**src/rtl/scl_clock_gen.sv**
```systemverilog
module scl_clock_gen #(
  parameter int CW = 7
) (
  input  logic          clk,
  input  logic          rst_n,
  input  logic          tick,
  input  logic          enable,
  input  logic [CW-1:0] reload_val,
  input  logic          scl_in,
  output logic          scl_drive_low,
  output logic          high_done,
  output logic          low_done
);

  localparam int SYNC = 2;
  localparam logic [CW-1:0] ONE = CW'(1);

  typedef enum logic [1:0] {S_IDLE, S_LOW, S_WAIT, S_HIGH} st_t;

  st_t             st;
  logic [CW-1:0]   cnt;
  logic [SYNC-1:0] sync_q;
  logic            scl_seen;
  logic [CW-1:0]   load_val;
  logic            counting;

  assign scl_seen      = sync_q[SYNC-1];
  assign load_val      = (reload_val == '0) ? ONE : reload_val;
  assign counting      = (st == S_LOW) || (st == S_HIGH);
  assign scl_drive_low = (st == S_LOW);

  always_ff @(posedge clk) begin
    if (!rst_n) sync_q <= '0;
    else        sync_q <= {sync_q[SYNC-2:0], scl_in};
  end

  always_ff @(posedge clk) begin
    if (!rst_n) begin
      st        <= S_IDLE;
      cnt       <= '0;
      high_done <= 1'b0;
      low_done  <= 1'b0;
    end else begin
      high_done <= 1'b0;
      low_done  <= 1'b0;
      if (!enable) begin
        st  <= S_IDLE;
        cnt <= '0;
      end else begin
        case (st)
          S_IDLE: begin
            st  <= S_LOW;
            cnt <= load_val;
          end
          S_LOW: begin
            if (cnt == '0) begin
              st       <= S_WAIT;
              low_done <= 1'b1;
            end else if (tick) begin
              cnt <= cnt - ONE;
            end
          end
          S_WAIT: begin
            if (scl_seen) begin
              st  <= S_HIGH;
              cnt <= load_val;
            end
          end
          default: begin
            if (cnt == '0) begin
              st        <= S_LOW;
              cnt       <= load_val;
              high_done <= 1'b1;
            end else if (tick) begin
              cnt <= cnt - ONE;
            end
          end
        endcase
      end
    end
  end

  assert_nonzero_load_R7: assert property (@(posedge clk) disable iff (!rst_n)
    (st == S_IDLE && enable) |=> (cnt != '0));

  assert_wait_freeze_R4: assert property (@(posedge clk) disable iff (!rst_n)
    (st == S_WAIT && !scl_seen && enable) |=> ($stable(cnt) && !scl_drive_low && !high_done));

  assert_reload_on_high_R5: assert property (@(posedge clk) disable iff (!rst_n)
    (st == S_WAIT && scl_seen && enable) |=> (st == S_HIGH && cnt == $past(load_val)));

  assert_tick_gate_R6: assert property (@(posedge clk) disable iff (!rst_n)
    (counting && enable && cnt != '0 && !tick) |=> $stable(cnt));

  assert_disable_release_R8: assert property (@(posedge clk) disable iff (!rst_n)
    !enable |=> (!scl_drive_low && !high_done && !low_done));

  assert_single_pulse_R9: assert property (@(posedge clk) disable iff (!rst_n)
    (high_done || low_done) |=> !(high_done || low_done));

  assert_exclusive_pulse_R9: assert property (@(posedge clk) disable iff (!rst_n)
    !(high_done && low_done));

endmodule

```
**config.mk**
```make
export PLATFORM = sky130hd
export DESIGN_NAME = scl_clock_gen
export DESIGN_NICKNAME = d
export VERILOG_FILES = /design/src/rtl/scl_clock_gen.sv
export SDC_FILE = /design/constraint.sdc
export NUM_CORES = 1
export LEC_CHECK = 0
export ABC_AREA = 1
export BUFFER_PORTS_ARGS = -buffer_cell sky130_fd_sc_hd__buf_2
export CORE_MARGIN = 2
export CORE_UTILIZATION = 59
export CTS_CLUSTER_DIAMETER = 40
export DETAILED_ROUTE_END_ITERATION = 16
export PLACE_DENSITY = 0.82
export SLEW_MARGIN = 20
export SYNTH_ARGS = -nofsm -noshare
export SYNTH_HDL_FRONTEND = slang
export SYNTH_SLANG_ARGS = --single-unit
```
**constraint.sdc**
```tcl
create_clock -name clk -period 2.4 [get_ports clk]
set_input_delay 0.24 -clock clk [delete_from_list [all_inputs] [get_ports clk]]
set_output_delay 0.24 -clock clk [all_outputs]
set_load 0.01 [all_outputs]
```
==> flow_metrics.env, run 1 <==
export IMPL_setup_tns_ns=0
export IMPL_p_switching_uw=492.0
export IMPL_avgSynthCellArea_sq_um=6.335
export IMPL_firstDrtPassIters=4
export IMPL_crit_end="cnt[1]"
export IMPL_vias=990
export IMPL_cts_tree="built"
export IMPL_grt_max_degree=9
export IMPL_cp_arrival_ns=1.80
export IMPL_synth_seq_cells=13
export IMPL_ys_seq_area_frac=0.2600
export IMPL_final_area_sq_um=1102
export IMPL_die_y_um=45.19
export IMPL_max_stage_delay_ns=0.41
export IMPL_diodes=0
export IMPL_required_ns=2.59
export IMPL_finalPower_mw=1.017
export IMPL_fin_crit_sh=0.6685
export IMPL_cts_setup_buffers=0
export IMPL_hpwl_mm=1.700
export IMPL_final_nets=195
export IMPL_clkLatencyLatePin_ns=0.29
export IMPL_rsz0062_at_grt="false"
export IMPL_power_frac_clock=0.141
export IMPL_critical_path_cell_chain="inv_1, ha_1, nor2_1, inv_1, nand2_1, o21ai_0, nand2_1, nand2_1, nor2_1, nor2_1"
export IMPL_cts_root_buf="clkbuf_4"
export IMPL_yosys_warnings=0
export IMPL_reg2reg_slack_ns=0.80
export IMPL_grt_usage=0.2527
export IMPL_r2r_start="st[0]"
export IMPL_placementRows=14
export IMPL_switching_share=0.4836
export IMPL_outcome="completed"
export IMPL_grt_pass1_vias=954
export IMPL_cts_sinks=13
export IMPL_dieWidth_um=45.19
export IMPL_placed_cell_area_sq_um=1076
export IMPL_ir_drop_uv=497.0
export IMPL_final_cells=191
export IMPL_hold_viol=0
export IMPL_drcViolationCount=0
export IMPL_rr_worst_depth=10
export IMPL_synth_area_sq_um=1001
export IMPL_drt_antenna_violating_nets=0
export IMPL_fmax_mhz=623.3
export IMPL_synthCells=158
export IMPL_post_cts_resized=0
export IMPL_pin_count=15
export IMPL_cp_max_fo=5
export IMPL_post_place_cells=187
export IMPL_end_kind="flop"
export IMPL_relSlewSlack=0.7797
export IMPL_layout_area_overhead_vs_synth_pct=10.13
export IMPL_setup_ws_ns=0.7955
export IMPL_drt_iter0_drc=29
export IMPL_antenna_found_initial=0
export IMPL_cts_max_level=1
export IMPL_synth_cell_type_count=23
export IMPL_path_clk_slew_ns=0.09
export IMPL_fin_crit_ns=1.604
export IMPL_cts_buffer_depth=2
export IMPL_crit_start="st[0]"
export IMPL_crit_slowest_cell="dfxtp_1"
export IMPL_cap_viol_max_count=0
export IMPL_whs_ns=0.1335
export IMPL_drive_gt1_frac=0.1657
export IMPL_slew_violations=0
export IMPL_leakagePower_nw=0.6249
export IMPL_setup_viol=0
export IMPL_initial_core_util=0.6494
export IMPL_critPathKind="reg -> reg"
export IMPL_final_setup_skew_ns=0.007984
export IMPL_internal_power_uw=525.4
export IMPL_crit_family="simple AND/OR/NAND/NOR gates"
export IMPL_critPathBufInv=2
export IMPL_syn_nets=177
export IMPL_ctsHoldBuffers=0
export IMPL_cts_inserted_buffers=3
export IMPL_start_kind="flop"
export IMPL_wire_per_inst_um=11.39
export IMPL_hp_class="in -> reg"
export IMPL_p_per_area_nw_per_um2=922.9
export IMPL_gp_congestion=0.8810
export IMPL_vias_per_cell=5.183
export IMPL_grt_ovfl_total=0
export IMPL_core_area_sq_um=1541
export IMPL_p_seq_frac=0.292
export IMPL_dp_slack_ns=0.8632
export IMPL_p_comb_frac=0.567
export IMPL_port_buffers=14
export IMPL_worstMarginPinSlew_ns=0.3270
export IMPL_r2r_end="cnt[1]"
export IMPL_cp_depth=10
export IMPL_fin_util=0.7151
export IMPL_grt_pass1_wl_mm=3.719
export IMPL_dieArea_sq_um=2042
export IMPL_routed_wl_mm=2.176
-- synthesized netlist by cell type --
master	count	share of area
nor4_1	1	0.0063
nand4_1	1	0.0063
nand4_2	1	0.012
inv_1	27	0.10
nand2_4	1	0.011
o21ai_2	1	0.0088
nand2_2	2	0.012
nor2_4	3	0.034
nor2_1	25	0.094
nand2_1	38	0.14
clkinv_1	1	0.0037
o21ai_0	5	0.025
a21oi_1	4	0.020
nor2_2	2	0.012
xor2_1	4	0.035
nand3_2	1	0.010
o21ai_1	3	0.015
inv_4	1	0.0063
and3_1	1	0.0063
ha_1	7	0.087
buf_8	1	0.015
nand3_1	15	0.075
dfxtp_1	13	0.26
-- flip-flops by register name, indices dropped and copies added, names as in the netlist --
| signal | cells |
|---|---|
| high_done | 1 |
| low_done | 1 |
| sync_q | 2 |
| st | 2 |
| cnt | 7 |
-- cells by family (layout without fill, tap and decap cells) --
kind of cell	after synthesis	after routing	share of synthesized area
adder cells (fa/ha/maj)	7	7	0.08750
AO/OA/AOI/OAI	13	13	0.06874
XOR/XNOR	4	4	0.03500
buffers and inverters	30	47	0.1262
AND/OR/NAND/NOR	91	91	0.4225
flip-flops	13	13	0.2600
-- cells in the final DEF (no fill, tap or decap), drive strengths merged --
master	n
clkbuf	4
nand3	16
o21ai	9
and3	1
a21oi	4
xor2	4
nor4	1
dfxtp	13
nor2	30
nand2	41
ha	7
nand4	2
buf	14
clkinv	1
inv	28
-- how the worst min path moves through the flow --
stage	from	end	slack (ns)	cells after the start
global route	scl_in	sync_q[0]	0.14	3
CTS	scl_in	sync_q[0]	0.14	3
finish	scl_in	sync_q[0]	0.13	3
global placement	sync_q[0]	sync_q[1]	0.40	2
floorplan	rst_n	sync_q[0]	0.33	2
detailed placement	sync_q[0]	sync_q[1]	0.41	2
-- tightest hold or removal path, cell delays in order --
cell	delay, ns
buf_2	0.07
nand2_1	0.04
inv_1	0.04
-- area by class of cell --
class / count / area (sq um)
multi-input combinational: 115 / 614.3
fill: 145 / 439.2
sequential: 13 / 260.3
inverter: 29 / 111.4
timing repair buffer: 14 / 70.07
clock buffer: 4 / 26.28
tap: 16 / 20.02
-- layer usage --
metal | share of wire | routed length [um] | track usage | up-vias
met5 | 0 | 0 | 0 | -
met3 | 0.051 | 112 | 0.05600 | 2
met4 | 0.010 | 22 | 0.1294 | 0
met1 | 0.45 | 981 | 0.2956 | 431
li1 | - | - | - | 520
met2 | 0.49 | 1060 | 0.4286 | 37
-- power by group through the flow --
| stage | combinational (mW) | clock, mW | sequential (mW) |
|---|---|---|---|
| after floorplan | 0.458 | 0 | 0.295 |
| after global placement | 0.549 | 0 | 0.299 |
| after detailed placement | 0.564 | 0 | 0.302 |
| after CTS | 0.570 | 0.143 | 0.297 |
| after global routing | 0.657 | 0.156 | 0.302 |
| final | 0.577 | 0.144 | 0.297 |
Note: power is estimated with default switching activity, not from simulation.
==> inputs of run 2 (changes only) <==
CORE_UTILIZATION = 50   (was 59)
PLACE_DENSITY = 0.74   (was 0.82)
clock period = 1.43 ns   (was 2.4 ns; I/O delays follow)
==> run 2 against run 1 <==
Against the previous run: non-clock buffer count up 13; highest routed layer unchanged; largest cell class unchanged; critical path type unchanged; clock skew down 0.0031 ns; wire length up 20%.
==> flow_metrics.env, run 2 (synthesized netlist as in run 1, its figures left out) <==
export IMPL_antenna_found_initial=0
export IMPL_largest_reg_flops=7
export IMPL_cts_buffer_depth=2
export IMPL_internal_power_mw=1.109
export IMPL_path_clk_slew_ns=0.08
export IMPL_firstDrtPassIters=4
export IMPL_routed_wl_mm=2.610
export IMPL_cp_arrival_ns=1.61
export IMPL_critical_path_cell_chain="inv_2, ha_4, inv_2, nor2_4, nand3_4, nand2_4, nand2_4, nand2_1, nand2_1, nor2_1, nor2_1"
export IMPL_regMostFlops="cnt"
export IMPL_fill_cells=159
export IMPL_rsz0062_at_grt="true"
export IMPL_ir_drop_uv=1147
export IMPL_grt_pass1_wl_mm=3.912
export IMPL_r2r_end="cnt[2]"
export IMPL_dieArea_sq_um=2376
export IMPL_ctsHoldBuffers=0
export IMPL_setup_viol=0
export IMPL_crit_family="simple AND/OR/NAND/NOR gates"
export IMPL_hpwl_mm=1.842
export IMPL_grt_use_met3=0.03704
export IMPL_final_nets=208
export IMPL_end_kind="flop"
export IMPL_r2r_start="cnt[1]"
export IMPL_max_stage_delay_ns=0.33
export IMPL_diodes=0
export IMPL_vias=1078
export IMPL_dieWidth_um=48.74
export IMPL_final_cell_mix="nand2_1 (34), nor2_1 (22), inv_1 (20)"
export IMPL_setup_ws_ns=0.01656
export IMPL_fin_util=0.6927
export IMPL_core_area_sq_um=1922
export IMPL_hold_viol=0
export IMPL_use_met2=0.3927
export IMPL_drcViolationCount=0
export IMPL_hold_path_endpoint="sync_q[0]"
export IMPL_fin_crit_ns=1.413
export IMPL_fmax_mhz=707.5
export IMPL_reg2reg_slack_ns=0.02
export IMPL_crit_slowest_cell="dfxtp_2"
export IMPL_busiest_layer="met2"
export IMPL_cts_max_level=1
export IMPL_critPathKind="reg -> reg"
export IMPL_cp_max_fo=6
export IMPL_outcome="completed"
export IMPL_cap_viol_max_count=0
export IMPL_vias_per_cell=5.014
export IMPL_initial_core_util=0.5208
export IMPL_p_switching_mw=1.028
export IMPL_drt_antenna_violating_nets=0
export IMPL_final_setup_skew_ns=0.004880
export IMPL_drt_iter0_drc=21
export IMPL_switching_share=0.4810
export IMPL_leakagePower_nw=0.6934
export IMPL_rr_worst_depth=11
export IMPL_p_per_area_nw_per_um2=1605
export IMPL_relSlewSlack=0.8121
export IMPL_slew_violations=0
export IMPL_cts_sinks=13
export IMPL_gp_congestion=0.8668
export IMPL_whs_path_depth=3
export IMPL_grt_usage=0.2136
export IMPL_worstMarginPinSlew_ns=0.2809
export IMPL_required_ns=1.63
export IMPL_die_y_um=48.74
export IMPL_cts_inserted_buffers=3
export IMPL_cts_root_buf="clkbuf_4"
export IMPL_cts_tree="built"
export IMPL_start_kind="flop"
export IMPL_layout_area_overhead_vs_synth_pct=33.00
export IMPL_pin_count=15
export IMPL_power_frac_clock=0.114
export IMPL_dp_slack_ns=-0.04590
export IMPL_clkLatencyLatePin_ns=0.29
export IMPL_critPathBufInv=2
export IMPL_grt_ovfl_total=0
export IMPL_drive_gt1_frac=0.3670
export IMPL_met1_usage=0.2340
export IMPL_final_common_cell="nand2_1"
export IMPL_placementRows=16
export IMPL_grt_max_degree=9
export IMPL_reg_largest_list="cnt x7, st x2, sync_q x2"
export IMPL_worstHoldStart="scl_in"
export IMPL_wire_per_inst_um=12.14
export IMPL_fin_crit_sh=0.9884
export IMPL_hp_class="in -> reg"
export IMPL_p_comb_frac=0.656
export IMPL_p_seq_frac=0.230
export IMPL_port_buffers=14
export IMPL_grt_pass1_vias=998
[run 2: stage by stage]
step | hold WS [ns] | power [mW] | TNS, ns | instances | area, sq um
6_report | 0.03823 | 2.136 | 0 | 215 | 1331
5_1_grt | 0.04868 | 2.304 | -0.3422 | 215 | 1331
4_1_cts | 0.04758 | 1.844 | 0 | 210 | 1189
3_5_place_dp | 0.3408 | 1.568 | -0.1357 | 206 | 1150
3_3_place_gp | 0.3290 | 1.527 | 0 | 206 | 1150
2_1_floorplan | 0.2365 | 1.265 | 0 | 158 | 1001
[run 2: metal layers]
layer  part of all wire  vias up
met5                  0        -
met4              0.015        0
met3              0.054        5
met2               0.54       46
met1               0.39      482
li1                   -      545
[run 2: worst max-delay path by stage]
| stage | from | to | slack [ns] | cells past startpoint |
|---|---|---|---|---|
| finish | cnt[1] | cnt[2] | 0.02 | 11 |
| global route | st[1] | cnt[1] | -0.06 | 10 |
| CTS | cnt[0] | cnt[4] | 0.002 | 9 |
| detailed placement | st[1] | cnt[1] | -0.05 | 10 |
| global placement | cnt[0] | cnt[4] | 0.004 | 9 |
| floorplan | st[0] | cnt[1] | 0.04 | 10 |
[run 2: final cells by class]
cell class	count	area (sq um)	area share
clock buffers	4	26.28	0.01974
inverters	29	113.9	0.08553
multi-input cells	115	725.7	0.5451
flip-flops and latches	13	264.0	0.1983
well taps	27	33.78	0.02538
repair buffers	27	167.7	0.1259
[run 2: worst reg2reg max path, cell delays in order (launching register included)]
cell	delay, ns
dfxtp_2	0.33
inv_2	0.07
ha_4	0.14
inv_2	0.04
nor2_4	0.17
nand3_4	0.14
nand2_4	0.13
nand2_4	0.06
nand2_1	0.06
nand2_1	0.05
nor2_1	0.09
nor2_1	0.05
[run 2: what timing repair did]
item,CTS,global route
pin swaps,0,10
setup buffers,0,5
setup endpoints to repair,6,9
resized for setup,3,37
[run 2: power by group through the flow]
stage / Clock (mW) / Combinational [mW] / Sequential (mW)
after detailed placement: 0 / 1.08 / 0.493
after CTS: 0.246 / 1.11 / 0.485
after global routing: 0.265 / 1.54 / 0.500
after global placement: 0 / 1.04 / 0.490
final: 0.244 / 1.40 / 0.491
after floorplan: 0 / 0.769 / 0.496
==> inputs of run 3 (changes only) <==
MAX_ROUTING_LAYER = met4   (was not set)
==> run 3 against run 2 <==
Against the previous run: register-to-register slack is essentially flat; clock skew grew 0.0053 ns; clock power is essentially flat; wire length shrank 1.1%; critical endpoint unchanged; worst hold slack gained 0.0035 ns; core utilization shrank 1.5 points; non-clock buffer count shrank 2.
==> flow_metrics.env, run 3 (synthesized netlist as in run 1, its figures left out) <==
export IMPL_r2r_end="cnt[2]"
export IMPL_reg_largest_list="cnt x7, st x2, sync_q x2"
export IMPL_rr_worst_depth=11
export IMPL_leakagePower_nw=0.6821
export IMPL_port_buffers=14
export IMPL_rsz0062_at_grt="true"
export IMPL_dieArea_sq_um=2376
export IMPL_grt_ovfl_total=0
export IMPL_dieWidth_um=48.74
export IMPL_crit_start="cnt[1]"
export IMPL_cp_arrival_ns=1.61
export IMPL_largest_reg_flops=7
export IMPL_antenna_found_initial=0
export IMPL_end_kind="flop"
export IMPL_diodes=0
export IMPL_hold_viol=0
export IMPL_ctsHoldBuffers=0
export IMPL_fmax_mhz=711.8
export IMPL_fin_crit_sh=0.9825
export IMPL_drcViolationCount=0
export IMPL_post_place_cells=206
export IMPL_final_common_cell="nand2_1"
export IMPL_final_setup_skew_ns=0.01017
export IMPL_relSlewSlack=0.7897
export IMPL_clkLatencyLatePin_ns=0.30
export IMPL_hp_class="in -> reg"
export IMPL_vias=1073
export IMPL_vias_per_cell=5.038
export IMPL_routed_wl_mm=2.582
export IMPL_pin_count=15
export IMPL_cts_sinks=13
export IMPL_cts_inserted_buffers=3
export IMPL_ir_drop_uv=1133
export IMPL_final_nets=206
export IMPL_grt_pass1_wl_mm=3.926
export IMPL_setup_ws_ns=0.02504
export IMPL_outcome="completed"
export IMPL_r2r_start="cnt[1]"
export IMPL_gp_congestion=0.8809
export IMPL_drive_gt1_frac=0.3387
export IMPL_final_cells=213
export IMPL_initial_core_util=0.5208
export IMPL_slew_violations=0
export IMPL_drt_iter0_drc=27
export IMPL_drt_antenna_violating_nets=0
export IMPL_grt_usage=0.2203
export IMPL_final_cell_mix="nand2_1 (35), nor2_1 (22), inv_1 (21)"
export IMPL_firstDrtPassIters=4
export IMPL_reg2reg_slack_ns=0.03
export IMPL_dp_slack_ns=-0.04590
export IMPL_cp_max_fo=6
export IMPL_cap_viol_max_count=0
export IMPL_critPathKind="reg -> reg"
export IMPL_path_clk_slew_ns=0.09
export IMPL_start_kind="flop"
export IMPL_wire_per_inst_um=12.12
export IMPL_die_y_um=48.74
export IMPL_placementRows=16
export IMPL_cts_max_level=1
export IMPL_setup_viol=0
export IMPL_grt_max_degree=9
export IMPL_required_ns=1.63
export IMPL_cts_root_buf="clkbuf_4"
export IMPL_hpwl_mm=1.842
export IMPL_p_per_area_nw_per_um2=1604
export IMPL_core_area_sq_um=1922
export IMPL_fill_cells=163
export IMPL_cts_buffer_depth=2
export IMPL_worstMarginPinSlew_ns=0.3143
export IMPL_setup_tns_ns=0
export IMPL_register_area_sq_um=264.0
export IMPL_fin_crit_ns=1.405
export IMPL_layout_area_overhead_vs_synth_pct=30.13
export IMPL_grt_pass1_vias=996
export IMPL_multi_input_area_sq_um=714.4
export IMPL_whs_path_depth=3
export IMPL_cts_tree="built"
export IMPL_fin_util=0.6777
export IMPL_regMostFlops="cnt"
export IMPL_crit_end="cnt[2]"
[run 3: how the worst min path moves through the flow]
stage	slack (ns)	end	from
3_3_place_gp	0.33	sync_q[0]	scl_in
2_1_floorplan	0.24	sync_q[0]	rst_n
6_report	0.04	sync_q[0]	scl_in
3_5_place_dp	0.34	sync_q[0]	scl_in
5_1_grt	0.05	sync_q[0]	scl_in
4_1_cts	0.05	sync_q[0]	scl_in
[run 3: power by group]
group	switching (mW)	internal (mW)	total (mW)	leakage (nW)
registers	0.0603	0.432	0.492	0.108
logic	0.810	0.545	1.36	0.559
clock network	0.132	0.109	0.241	0.0150
[run 3: routing by layer]
layer  vias to the layer above  track usage  part of all wire
li1                        544            -                 -
met1                       476       0.2360              0.40
met2                        42       0.3927              0.52
met3                        11      0.03704             0.053
met4                         0       0.1048             0.028
met5                         -            -                 0
[run 3: critical path: stages, from the launching register on]
cell and delay, ns:
dfxtp_2 0.33, inv_2 0.07, ha_4 0.14, inv_2 0.04
nor2_4 0.16, nand3_4 0.14, nand2_4 0.13, nand2_4 0.06
nand2_1 0.05, nand2_1 0.05, nor2_1 0.10, nor2_1 0.04
[run 3: final cells by class]
cell class                 count  share of cell area
clock buffer                   4             0.02017
inverter                      29             0.08549
multi-input combinational    115              0.5485
sequential                    13              0.2027
tap                           27             0.02594
timing repair buffer          25              0.1172
[run 3: timing repair]
item	CTS	global route
setup endpoints to repair	6	9
buffers inserted	0	3
pin swaps	0	7
gates resized for setup	3	32
[run 3: metrics by stage]
step / area [sq um] / hold WS (ns) / total power, mW
after global placement: 1150 / 0.3290 / 1.527
after detailed placement: 1150 / 0.3408 / 1.568
after CTS: 1189 / 0.04758 / 1.844
after global routing: 1303 / 0.04699 / 2.258
after floorplan: 1001 / 0.2365 / 1.265
final: 1303 / 0.04175 / 2.089
